<file path="config.mk">
export PLATFORM = sky130hd
export DESIGN_NAME = irq_arbiter
export DESIGN_NICKNAME = d
export VERILOG_FILES = /design/src/rtl/irq_arbiter.sv
export SDC_FILE = /design/constraint.sdc
export NUM_CORES = 1
export LEC_CHECK = 0
export ABC_AREA = 1
export BUFFER_PORTS_ARGS = -buffer_cell sky130_fd_sc_hd__buf_2
export CAP_MARGIN = 0
export CORE_MARGIN = 5
export CORE_UTILIZATION = 41
export DETAILED_ROUTE_END_ITERATION = 7
export HOLD_SLACK_MARGIN = 0.05
export PLACE_DENSITY = 0.72
export SYNTH_ARGS = -nofsm -noshare
export SYNTH_HDL_FRONTEND = slang
export SYNTH_SLANG_ARGS = --single-unit
</file>
<file path="constraint.sdc">
create_clock -name clk -period 1.4 [get_ports clk]
set_input_delay 0.07 -clock clk [delete_from_list [all_inputs] [get_ports clk]]
set_output_delay 0.07 -clock clk [all_outputs]
set_load 0.01 [all_outputs]
</file>
<file path="src/rtl/irq_arbiter.sv">
module irq_arbiter #(
  parameter int ADDR_W   = 16,
  parameter int VEC_BASE = 3,
  parameter int VEC_STEP = 8
) (
  input  logic              clk,
  input  logic              rst_n,
  input  logic              mc_tick,
  input  logic              last_cycle,
  input  logic              instr_reti,
  input  logic              instr_cfg,
  input  logic              cfg_we,
  input  logic              cfg_sel,
  input  logic [7:0]        cfg_wdata,
  input  logic [4:0]        req,
  output logic [7:0]        en_q,
  output logic [4:0]        pri_q,
  output logic [1:0]        isv,
  output logic              take,
  output logic              take_hi,
  output logic [ADDR_W-1:0] vector,
  output logic [3:0]        ack
);
  localparam int NSRC = 5;
  localparam logic [7:0] EN_MASK = 8'h9F;

  logic [NSRC-1:0] act, hi_set, lo_set, pick;
  logic            win_hi, any_act, lvl_free, instr_end, grant, defer_q;
  logic [2:0]      idx;

  assign act       = req & en_q[NSRC-1:0] & {NSRC{en_q[7]}};
  assign hi_set    = act & pri_q;
  assign lo_set    = act & ~pri_q;
  assign win_hi    = |hi_set;
  assign pick      = win_hi ? hi_set : lo_set;
  assign any_act   = |act;
  assign lvl_free  = win_hi ? !isv[1] : !(isv[1] | isv[0]);
  assign instr_end = mc_tick & last_cycle;
  assign grant     = instr_end & any_act & lvl_free & !defer_q & !instr_reti & !instr_cfg;

  always_comb begin
    idx = '0;
    for (int i = NSRC - 1; i >= 0; i--)
      if (pick[i]) idx = 3'(i);
  end

  always_ff @(posedge clk or negedge rst_n) begin
    if (!rst_n) begin
      en_q  <= '0;
      pri_q <= '0;
    end else if (cfg_we) begin
      if (cfg_sel) pri_q <= cfg_wdata[NSRC-1:0];
      else         en_q  <= cfg_wdata & EN_MASK;
    end
  end

  always_ff @(posedge clk or negedge rst_n) begin
    if (!rst_n)         defer_q <= 1'b0;
    else if (instr_end) defer_q <= instr_reti | instr_cfg;
  end

  always_ff @(posedge clk or negedge rst_n) begin
    if (!rst_n) begin
      isv <= '0;
    end else if (grant) begin
      if (win_hi) isv[1] <= 1'b1;
      else        isv[0] <= 1'b1;
    end else if (instr_end && instr_reti) begin
      if (isv[1]) isv[1] <= 1'b0;
      else        isv[0] <= 1'b0;
    end
  end

  always_ff @(posedge clk or negedge rst_n) begin
    if (!rst_n) begin
      take    <= 1'b0;
      take_hi <= 1'b0;
      vector  <= '0;
      ack     <= '0;
    end else begin
      take    <= grant;
      take_hi <= grant & win_hi;
      vector  <= grant ? ADDR_W'(VEC_BASE + VEC_STEP * int'(idx)) : '0;
      for (int i = 0; i < 4; i++)
        ack[i] <= grant && (int'(idx) == i);
    end
  end
endmodule


</file>
==> impl_metrics.tcl <==
set metrics [dict create \
    status "finished, violations left" \
    violations "setup timing" \
    comb_power_share_pct 29.2 \
    synth-seq-cells 23 \
    critPathRequiredTime_ns 1.65 \
    ctsRootBufferMaster "clkbuf_4" \
    synth_cell_types 27 \
    critPathArrivalTime_ns 1.90 \
    initial_core_util_pct 42.0 \
    synth-xor-area-share_pct 0 \
    synthAdderAreaFrac_pct 0 \
    hold_start "last_cycle" \
    finalNetCount 246 \
    dpl.hpwl_mm 2.08 \
    die_h_um 65.2 \
    synth_compound_gate_area_share_pct 7.60 \
    ant_nets 0 \
    core_sq_um 2980 \
    drc 0 \
    maxSlewViolCount 0 \
    min_period_over_period_pct 118 \
    setup_tns_ns -1.70 \
    ys_seq_area_share_pct 46.0 \
    criticalPathCategory "reg2reg" \
    grt_pass1_wl_mm 4.24 \
    seqCellArea_sq_um 577 \
    clk_pin_slew_worst_paths_ns 0.12 \
    async_flop_share_pct 100 \
    skew_ns 0.00793 \
    clkSinkCount 23 \
    cts_buffers 3 \
    cts_max_level 1 \
    setup_viol 11 \
    synth_edf_count 0 \
    diodes 0 \
    fillers 266 \
    drt-pass1-iter-count 4 \
    routed_wl_mm 2.75 \
    max_stage_delay_ns 0.50 \
    dpl_cell_area_sq_um 1580 \
    p_sw_uw 469 \
    crit_path_cell_trace "buf_6, nand4_1, nand2_1, nor2_2, nand3_1, nand2_2, inv_2, nand2_2, nand2_4, nor2_4, and2_1" \
    clockBufferDepth 2 \
    yosys_warnings 0 \
    max_freq_mhz 608 \
    area_growth_pct 42.7 \
    path_max_fanout 6 \
    synth_top_family_by_area "simple AND/OR/NAND/NOR gates" \
    r2r-end "ack[2]" \
    cap_viol_max_count 0 \
    core.rowCount 20 \
    pin_count 58 \
    finalHoldViolations 0 \
    slowest_stage "dfrtp_2" \
    switching_share_pct 31.3 \
    setup_ws_ns -0.245 \
    drtIter0Drc 31 \
    rsz0062_at_grt "true" \
    synth_ff_type "dfrtp_1" \
    vias_per_cell 4.48 \
    insertion_delay_ns 0.31 \
    yosys.area_share.simple_pct 28.8 \
    synth.avg_cell_area_sq_um 8.45 \
    grt_overflow 0 \
    place_congestion 0.831 \
    crit_path_start_kind "flip-flop" \
    syn_inst 148 \
    wl_per_cell_um 10.7 \
    p_int_uw 1030 \
    drive_above_1_share_pct 45.1 \
    r2r.worst_path.cells 11 \
    share_seq_of_total_power_pct 50.9 \
    rr_startpoint "en_q[7]" \
    path_buf_inv 2 \
    grt_pass1_vias 1040 \
    final_cells 257 \
    dp_cells 239 \
    die_area_sq_um 4260 \
    ir_drop_mv 0.707 \
    layout_min_cycle_time_ns 1.65 \
    pwr-share-clk_pct 19.9 \
    hold_depth 3 \
    powerDensity_nw_per_um2 838 \
    synthesis.area_sq_um 1250 \
    grt_max_degree 24 \
    cts_tree "yes" \
    cp_top_family "simple AND/OR/NAND/NOR gates" \
    hold_path.class "in2reg" \
    whs_endpoint "isv[1]" \
    p_leak_uw 0.00100 \
    dp_slack_ns -0.254 \
    synth_mux_area_share_pct 0.900 \
    final_design_area_no_fill_sq_um 1790 \
    dieWidth_um 65.2 \
    routed-via-count 1152 \
    antenna_found_initial 0 \
    end_kind "flip-flop" \
    port_buffers 42 \
    crit_top_cell "nand2_2" \
    final_util_pct 60.0 \
    ff2ff_setup_slack_ns -0.25 \
    multi_input_area_sq_um 562 \
    grt_use_total_pct 12.7 \
]
## cells by family (layout without fill, tap and decap cells)
logic type | Yosys count | after routing
and+or+nand+nor | 70 | 70
muxes | 1 | 1
other | 1 | 13
AOI/OAI and AO/OA | 16 | 16
buffers and inverters | 37 | 101
DFF | 23 | 23
## sequential cells by signal, indices dropped and copies added, names as in the netlist
register / flops
ack: 4
defer_q: 1
en_q: 6
isv: 2
pri_q: 5
take_hi: 1
vector: 4
## tightest hold or removal path: stages
cell      delay [ns]
buf_2           0.08
nand3_1         0.07
a21boi_2        0.15
## layer usage
layer	track usage, %	vias up	wire length (um)	part of all wire, %
met3	3.59	4	135	4.9
li1	-	596	-	-
met2	23.1	35	1470	54
met1	14.8	517	1120	41
met4	2.33	0	18	0.65
met5	0	-	0	0
## Yosys cell counts (2+ instances only)
library cell / instances / area share (%)
nand4_1: 4 / 2.0
buf_4: 15 / 9.0
nor2_2: 2 / 1.0
nor3_1: 3 / 1.2
nand2_1: 28 / 8.4
nand2_2: 4 / 2.0
o21ai_0: 11 / 4.4
inv_1: 18 / 5.4
nor2_1: 14 / 4.2
dfrtp_1: 23 / 46
nand3_1: 6 / 2.4
nand3_2: 5 / 4.0
## cell type report
cell class / instances / area share, %
clock buffer: 4 / 1.47
inverter: 20 / 4.48
multi-input combinational: 100 / 31.5
sequential: 23 / 32.3
tap: 33 / 2.31
timing repair buffer: 77 / 28.0
## per-stage QoR
stage | power, uW | hold WS, ns
after global placement | 1150 | 0.0614
after global routing | 1590 | 0.111
after detailed placement | 1160 | 0.0605
final | 1500 | 0.0967
after floorplan | 991 | -0.226
after CTS | 1470 | 0.0501
## layout by cell type (no fill, tap or decap), drive strengths merged
| cell type | instances |
|---|---|
| nand3 | 12 |
| o21bai | 1 |
| nand4 | 4 |
| inv | 20 |
| nor2 | 17 |
| clkbuf | 4 |
| nor3 | 4 |
| conb | 13 |
| and2 | 1 |
| a31oi | 1 |
| a21boi | 1 |
| mux2 | 1 |
| o21ai | 11 |
| buf | 68 |
| nand2 | 32 |
| a21oi | 1 |
| dlygate4sd3 | 9 |
| o31ai | 1 |
| dfrtp | 23 |
## worst max path at each step
stage                        from  endpoint  slack [ns]  cells past startpoint
after floorplan           en_q[7]    ack[2]       -0.07                     10
after global placement    en_q[7]    ack[2]       -0.21                     10
after detailed placement  en_q[7]    ack[2]       -0.25                      8
after CTS                 en_q[7]    ack[2]       -0.18                      9
after global routing      en_q[7]    ack[0]       -0.33                     11
final                     en_q[7]    ack[2]       -0.25                     11
## power by group through the flow
stage               clock (uW)  sequential [uW]  combinational (uW)
global route               330              768                 489
detailed placement           0              774                 382
global placement             0              772                 379
finish                     298              761                 438
CTS                        308              763                 403
floorplan                    0              786                 206
## timing repair
action                                 CTS  global route
pin swaps                                1            18
resized for setup                        4            14
setup buffers                            0             5
endpoints found under the hold margin   35             1
setup endpoints to repair               10            10
hold buffers                             8             1
(Power assumes the default switching activity.)
